File: config.mk
export PLATFORM = sky130hd
export DESIGN_NAME = utlb_route_table
export DESIGN_NICKNAME = d
export VERILOG_FILES = /design/src/rtl/utlb_route_pkg.sv /design/src/rtl/utlb_addr_decode.sv /design/src/rtl/utlb_entry_bank.sv /design/src/rtl/utlb_lookup.sv /design/src/rtl/utlb_route_table.sv
export SDC_FILE = /design/constraint.sdc
export NUM_CORES = 1
export LEC_CHECK = 0
export ABC_AREA = 1
export BUFFER_PORTS_ARGS = -buffer_cell sky130_fd_sc_hd__buf_2
export CORE_UTILIZATION = 29
export DETAILED_ROUTE_END_ITERATION = 6
export PLACE_DENSITY = 0.51
export SLEW_MARGIN = 20
export SYNTH_ARGS = -nofsm -noshare
export SYNTH_HDL_FRONTEND = slang
export SYNTH_SLANG_ARGS = --single-unit
export TNS_END_PERCENT = 100
File: constraint.sdc
create_clock -name clk -period 3 [get_ports clk]
set_input_delay 0.45 -clock clk [delete_from_list [all_inputs] [get_ports clk]]
set_output_delay 0.45 -clock clk [all_outputs]
set_load 0.01 [all_outputs]
File: src/rtl/utlb_route_pkg.sv
package utlb_route_pkg;
    localparam int unsigned EN_BIT     = 0;
    localparam int unsigned FLUSH_BIT  = 1;
    localparam int unsigned CTX_LSB    = 4;
    localparam int unsigned ASID_OFF   = 8;

    typedef enum logic [1:0] {
        KIND_NONE = 2'd0,
        KIND_CTRL = 2'd1,
        KIND_ASID = 2'd2
    } reg_kind_e;
endpackage

File: src/rtl/utlb_addr_decode.sv
module utlb_addr_decode
    import utlb_route_pkg::*;
#(
    parameter int unsigned ADDR_W      = 12,
    parameter int unsigned NUM_ENTRIES = 48,
    parameter int unsigned LOW_ENTRIES = 32,
    parameter int unsigned LOW_BASE    = 32'h300,
    parameter int unsigned HIGH_BASE   = 32'h600,
    parameter int unsigned STRIDE      = 16,
    parameter int unsigned IDX_W       = 6
) (
    input  logic [ADDR_W-1:0] addr,
    output reg_kind_e         kind,
    output logic [IDX_W-1:0]  index
);
    localparam int unsigned HIGH_ENTRIES = NUM_ENTRIES - LOW_ENTRIES;
    localparam int unsigned STRIDE_SH    = $clog2(STRIDE);
    localparam int unsigned LOW_END      = LOW_BASE + LOW_ENTRIES * STRIDE;
    localparam int unsigned HIGH_END     = HIGH_BASE + HIGH_ENTRIES * STRIDE;

    logic [31:0] addr32;
    logic        lo_hit;
    logic        hi_hit;
    logic [31:0] lo_rel;
    logic [31:0] hi_rel;

    assign addr32 = 32'(addr);
    assign lo_hit = (addr32 >= LOW_BASE) && (addr32 < LOW_END);
    assign lo_rel = addr32 - LOW_BASE;

    generate
        if (HIGH_ENTRIES > 0) begin : g_high
            assign hi_hit = (addr32 >= HIGH_BASE) && (addr32 < HIGH_END);
            assign hi_rel = addr32 - HIGH_BASE;
        end else begin : g_no_high
            assign hi_hit = 1'b0;
            assign hi_rel = '0;
        end
    endgenerate

    always_comb begin
        logic [31:0] rel;
        logic [31:0] slot;
        logic [31:0] off;
        logic        hit;
        kind  = KIND_NONE;
        index = '0;
        hit   = 1'b0;
        rel   = '0;
        slot  = '0;
        if (lo_hit) begin
            hit  = 1'b1;
            rel  = lo_rel;
            slot = lo_rel >> STRIDE_SH;
        end else if (hi_hit) begin
            hit  = 1'b1;
            rel  = hi_rel;
            slot = (hi_rel >> STRIDE_SH) + LOW_ENTRIES;
        end
        off = rel & (STRIDE - 1);
        if (hit) begin
            if (off == 32'd0) begin
                kind  = KIND_CTRL;
                index = IDX_W'(slot);
            end else if (off == ASID_OFF) begin
                kind  = KIND_ASID;
                index = IDX_W'(slot);
            end
        end
    end
endmodule

File: src/rtl/utlb_entry_bank.sv
module utlb_entry_bank
    import utlb_route_pkg::*;
#(
    parameter int unsigned NUM_ENTRIES = 48,
    parameter int unsigned IDX_W       = 6,
    parameter int unsigned CTX_W       = 3,
    parameter int unsigned ASID_W      = 8,
    parameter int unsigned DATA_W      = 32
) (
    input  logic                              clk,
    input  logic                              rst_n,
    input  logic                              acc_en,
    input  logic                              acc_we,
    input  reg_kind_e                         acc_kind,
    input  logic [IDX_W-1:0]                  acc_index,
    input  logic [DATA_W-1:0]                 acc_wdata,
    output logic [DATA_W-1:0]                 rdata,
    output logic                              inv_valid,
    output logic [IDX_W-1:0]                  inv_index,
    output logic [NUM_ENTRIES-1:0]            en_vec,
    output logic [NUM_ENTRIES-1:0][CTX_W-1:0] ctx_vec
);
    typedef struct packed {
        logic [NUM_ENTRIES-1:0]             en;
        logic [NUM_ENTRIES-1:0][CTX_W-1:0]  ctx;
        logic [NUM_ENTRIES-1:0][ASID_W-1:0] asid;
        logic                               inv_valid;
        logic [IDX_W-1:0]                   inv_index;
        logic [DATA_W-1:0]                  rdata;
    } bank_state_t;

    bank_state_t state_d, state_q;
    logic [DATA_W-1:0] read_val;
    logic              idx_ok;

    assign idx_ok = 32'(acc_index) < NUM_ENTRIES;

    always_comb begin
        read_val = '0;
        if (idx_ok) begin
            case (acc_kind)
                KIND_CTRL: begin
                    read_val[EN_BIT]            = state_q.en[acc_index];
                    read_val[CTX_LSB +: CTX_W]  = state_q.ctx[acc_index];
                end
                KIND_ASID: read_val[ASID_W-1:0] = state_q.asid[acc_index];
                default:   read_val = '0;
            endcase
        end
    end

    always_comb begin
        state_d           = state_q;
        state_d.inv_valid = 1'b0;
        state_d.inv_index = '0;
        if (acc_en && acc_we && idx_ok) begin
            case (acc_kind)
                KIND_CTRL: begin
                    state_d.en[acc_index]  = acc_wdata[EN_BIT];
                    state_d.ctx[acc_index] = acc_wdata[CTX_LSB +: CTX_W];
                    if (acc_wdata[FLUSH_BIT]) begin
                        state_d.inv_valid = 1'b1;
                        state_d.inv_index = acc_index;
                    end
                end
                KIND_ASID: state_d.asid[acc_index] = acc_wdata[ASID_W-1:0];
                default: ;
            endcase
        end
        if (acc_en && !acc_we) begin
            state_d.rdata = read_val;
        end
    end

    always_ff @(posedge clk or negedge rst_n) begin
        if (!rst_n) begin
            state_q <= '0;
        end else begin
            state_q <= state_d;
        end
    end

    assign rdata     = state_q.rdata;
    assign inv_valid = state_q.inv_valid;
    assign inv_index = state_q.inv_index;
    assign en_vec    = state_q.en;
    assign ctx_vec   = state_q.ctx;
endmodule

File: src/rtl/utlb_lookup.sv
module utlb_lookup #(
    parameter int unsigned NUM_ENTRIES = 48,
    parameter int unsigned IDX_W       = 6,
    parameter int unsigned CTX_W       = 3
) (
    input  logic [NUM_ENTRIES-1:0]            en_vec,
    input  logic [NUM_ENTRIES-1:0][CTX_W-1:0] ctx_vec,
    input  logic [IDX_W-1:0]                  index,
    output logic                              enable,
    output logic [CTX_W-1:0]                  ctx
);
    always_comb begin
        enable = 1'b0;
        ctx    = '0;
        for (int i = 0; i < NUM_ENTRIES; i++) begin
            if (32'(index) == i) begin
                enable = en_vec[i];
                ctx    = ctx_vec[i];
            end
        end
    end
endmodule

File: src/rtl/utlb_route_table.sv
module utlb_route_table
    import utlb_route_pkg::*;
#(
    parameter int unsigned NUM_ENTRIES = 48,
    parameter int unsigned LOW_ENTRIES = 32,
    parameter int unsigned NUM_CTX     = 8,
    parameter int unsigned ASID_W      = 8,
    parameter int unsigned ADDR_W      = 12,
    parameter int unsigned DATA_W      = 32,
    parameter int unsigned LOW_BASE    = 32'h300,
    parameter int unsigned HIGH_BASE   = 32'h600,
    parameter int unsigned STRIDE      = 16,
    localparam int unsigned IDX_W      = $clog2(NUM_ENTRIES),
    localparam int unsigned CTX_W      = $clog2(NUM_CTX)
) (
    input  logic              clk,
    input  logic              rst_n,
    input  logic              reg_en,
    input  logic              reg_we,
    input  logic [ADDR_W-1:0] reg_addr,
    input  logic [DATA_W-1:0] reg_wdata,
    output logic [DATA_W-1:0] reg_rdata,
    input  logic [IDX_W-1:0]  lk_index,
    output logic              lk_enable,
    output logic [CTX_W-1:0]  lk_ctx,
    output logic              inv_valid,
    output logic [IDX_W-1:0]  inv_index
);
    reg_kind_e                         dec_kind;
    logic [IDX_W-1:0]                  dec_index;
    logic [NUM_ENTRIES-1:0]            en_vec;
    logic [NUM_ENTRIES-1:0][CTX_W-1:0] ctx_vec;

    utlb_addr_decode #(
        .ADDR_W(ADDR_W), .NUM_ENTRIES(NUM_ENTRIES), .LOW_ENTRIES(LOW_ENTRIES),
        .LOW_BASE(LOW_BASE), .HIGH_BASE(HIGH_BASE), .STRIDE(STRIDE), .IDX_W(IDX_W)
    ) u_decode (
        .addr (reg_addr),
        .kind (dec_kind),
        .index(dec_index)
    );

    utlb_entry_bank #(
        .NUM_ENTRIES(NUM_ENTRIES), .IDX_W(IDX_W), .CTX_W(CTX_W),
        .ASID_W(ASID_W), .DATA_W(DATA_W)
    ) u_bank (
        .clk      (clk),
        .rst_n    (rst_n),
        .acc_en   (reg_en),
        .acc_we   (reg_we),
        .acc_kind (dec_kind),
        .acc_index(dec_index),
        .acc_wdata(reg_wdata),
        .rdata    (reg_rdata),
        .inv_valid(inv_valid),
        .inv_index(inv_index),
        .en_vec   (en_vec),
        .ctx_vec  (ctx_vec)
    );

    utlb_lookup #(
        .NUM_ENTRIES(NUM_ENTRIES), .IDX_W(IDX_W), .CTX_W(CTX_W)
    ) u_lookup (
        .en_vec (en_vec),
        .ctx_vec(ctx_vec),
        .index  (lk_index),
        .enable (lk_enable),
        .ctx    (lk_ctx)
    );
endmodule

==> reports/metrics.csv <==
metric,value,unit
outcome,"finished, violations left",
failing checks,negative setup slack,
H-tree levels,3,
initial antenna violation count,0,
total CTS buffers,71,
"Reg clk slew, reported paths",0.06,ns
Fmax achieved,0.255,GHz
largest net degree at the start of global routing,127,
CTS tree,built,
CTS sink cnt,591,
met2 Resource Use GR,32.9,%
Post-synth EDFFs,0,
CTS max path bufs,3,
Pre-antenna DRT Iters,6,
sequential cell area,0.0148,mm^2
n_diodes,0,
max-cap violation count,0,
pwr/cell area,493,mW/mm^2
post-route ant nets,0,
register area share after synthesis,53.0,%
M1 GR Usage,30.3,%
number of global-route vias before repair,24628,
setup ws final,-0.928,ns
final RePlAce weighted congestion,0.935,
fin area,0.0370,mm^2
CP max FO,2,
Die H,312,um
"CP delay by family, top",simple AND/OR/NAND/NOR gates,
DRC,0,
Synth Flop Type,dfrtp_1,
part of the cycle the worst path needs,131,%
"Setup violations, final",8,
critical path data required time,2.55,ns
area of the multi-input gates,0.0124,mm^2
Worst setup EP type,output pin,
Hold Crit Class,input pin to flip-flop,
CP max stage cell,dfrtp_1,
Worst setup SP type,flip-flop,
Total Routed Length,108,mm
Slew Limit Fails,0,
gr busiest metal,met2,
Rows,113,
crit path DAT,3.48,ns
I/O Pins,97,
RSZ-0062 raised after global routing,true,
crit path kind,flip-flop to output pin,
CTS root buffer,clkbuf_16,
CP peak stage delay,0.42,ns
met3 Usage GRT,3.21,%
core area,0.0952,mm^2
post-route minimum period,3.93,ns
overall routing resource usage,21.3,%
syn_area_per_cell,8.10,um^2
Layout area overhead,32.5,%
"Distinct cells, synth",50,
Layout fillers,9670,
first-pass GRT wire length,158,mm
1st-iter DRT viols,2411,
via count,26190,
peak supply drop,0.340,mV
die width,312,um
YS warnings,0,
PortBufs,48,
die area,0.0975,mm^2
Worst-Margin Slew,0.816,ns
Post-Syn Area,0.0279,mm^2
Pleak,0.0161,uW
final hold violations,0,
dpl cell area,0.0329,mm^2
synthesis-stage register bit count,591,
hold slack,0.263,ns
Worst Path Buf+Inv,1,
Congestion Overflow GR,0,
post-DR wirelength/cell,21.0,um
nets@finish,3874,
share of cells above drive strength 1,21.3,%
async set or reset register ratio after synthesis,100,%
Overall Power,18200,uW
HPWL after DPL,72.6,mm
clock skew,0.0307,ns
Post-Synthesis Cells,3445,
Sum Neg Setup Slack,-3.53,ns
"Clk Latency, worst-skew pair",0.64,ns
Starting Density,29.3,%
Most common cell on crit path,nand4_1,
normalized max-slew margin,45.6,%
vias per cell,5.10,
==> kinds of logic after synthesis <==
| group | count (synthesis) | share of synthesized area, % |
|---|---|---|
| AO/OA/AOI/OAI | 939 | 18.4 |
| adder cells (fa/ha/maj) | 3 | 0.134 |
| buffers and inverters | 384 | 6.11 |
| flip-flops | 591 | 53.0 |
| other | 1 | 0.0134 |
| AND/OR/NAND/NOR | 1527 | 22.3 |
==> routing by layer <==
layer  up-vias  wire, um
met1     12831     49100
met3       168      6690
met5         -         0
li1      12284         -
met4         0      3360
met2       907     48800
==> final cells by class <==
cell class              instances  share of cell area [%]
multi-input cells            2494                    33.6
flip-flops and latches        591                    40.0
clock inverters                24                   0.991
well taps                    1265                    4.28
repair buffers                523                    14.3
clock buffers                 101                    5.38
inverters                     136                    1.48
==> cells in the mapped netlist, drive strengths merged (6+ instances only) <==
library cell,instances,area (um^2)
or2,17,106
nand3,135,676
o221ai,10,87.6
buf,122,723
o31ai,6,45.0
nor2,239,967
a2111oi,20,175
dfrtp,591,14800
inv,134,503
nand2,1063,4000
nand4,43,269
o22ai,65,407
o2111ai,18,158
a21oi,102,510
o41ai,14,123
o21ai,675,3380
clkbuf,126,473
nor3,12,92.6
nor4,11,75.1
==> tightest hold or removal path, stage by stage <==
cell and delay, ns:
buf_2 0.13, nand2_1 0.19, inv_1 0.09
==> registers in the layout, indices dropped and copies added, names as in the netlist <==
register and cells:
u_bank.ctx_vec 144, u_bank.en_vec 48, u_bank.inv_index 6, u_bank.inv_valid 1, u_bank.rdata 8, u_bank.state_q 384
==> stage by stage <==
| stage | util [%] | worst slack (ns) | std cells |
|---|---|---|---|
| floorplan | - | -0.0109 | 3468 |
| global placement | 34.6 | -1.14 | 4955 |
| detailed placement | 34.6 | -1.20 | 4955 |
| CTS | 37.1 | -0.960 | 5082 |
| finish | 38.9 | -0.928 | 5134 |
| global route | 38.9 | -1.31 | 5134 |
==> cell usage in the layout, fill, tap and decap left out, types with 6 or more instances in the layout <==
master | Yosys | routed
inv_1 | 120 | 109
nand4_1 | 43 | 43
a2111oi_2 | 0 | 7
conb_1 | 1 | 24
o221ai_1 | 10 | 8
nor4_1 | 10 | 6
buf_2 | 71 | 45
o21ai_2 | 1 | 14
buf_6 | 0 | 25
clkbuf_1 | 126 | 20
nand3_2 | 0 | 6
nand3_1 | 135 | 129
o41ai_1 | 14 | 6
a2111oi_4 | 0 | 7
nor2_4 | 7 | 19
buf_12 | 0 | 93
nand2_1 | 1060 | 1054
o2111ai_1 | 18 | 14
clkbuf_8 | 0 | 10
dfrtp_1 | 591 | 590
o22ai_4 | 0 | 6
clkinv_2 | 0 | 13
o41ai_2 | 0 | 8
a21oi_1 | 102 | 87
or2_2 | 15 | 12
a21oi_2 | 0 | 14
nor2_2 | 7 | 18
nand2_2 | 2 | 6
o22ai_1 | 65 | 48
clkbuf_16 | 0 | 80
nor2_1 | 225 | 203
buf_4 | 47 | 345
o21ai_0 | 605 | 575
o21ai_1 | 69 | 84
inv_2 | 14 | 14
o22ai_2 | 0 | 11
==> where the power goes <==
part / total, uW / internal [uW] / leakage, uW / switching, uW
clock network: 8740 / 5110 / 0.00115 / 3630
logic: 1470 / 497 / 0.00669 / 976
registers: 8040 / 8000 / 0.00825 / 33.0
total: 18200 / 13600 / 0.0161 / 4630
==> final timing paths <==
check / from / endpoint / slack [ns] / cells past startpoint
setup reg to reg: u_bank.ctx_vec[7] / u_bank.rdata[5] / 0.96 / 9
max in group asynchronous: rst_n / u_bank.state_q[105] / 1.64 / 4
hold / removal: reg_wdata[1] / u_bank.inv_valid / 0.26 / 3
setup / recovery: u_bank.ctx_vec[2] / lk_ctx[2] / -0.93 / 27
hold reg to reg: u_bank.state_q[112] / u_bank.state_q[112] / 0.48 / 2
min in group asynchronous: rst_n / u_bank.state_q[412] / 0.27 / 2
==> timing repair <==
item | CTS | global route
hold endpoints to repair | 37 | 0
resized for setup | 24 | 251
gates cloned | 1 | 10
setup buffers | 0 | 50
endpoints found under the setup margin | 31 | 147
hold buffers | 1 | 0
pin swaps | 2 | 66
Power figures use the tool's default switching activity.
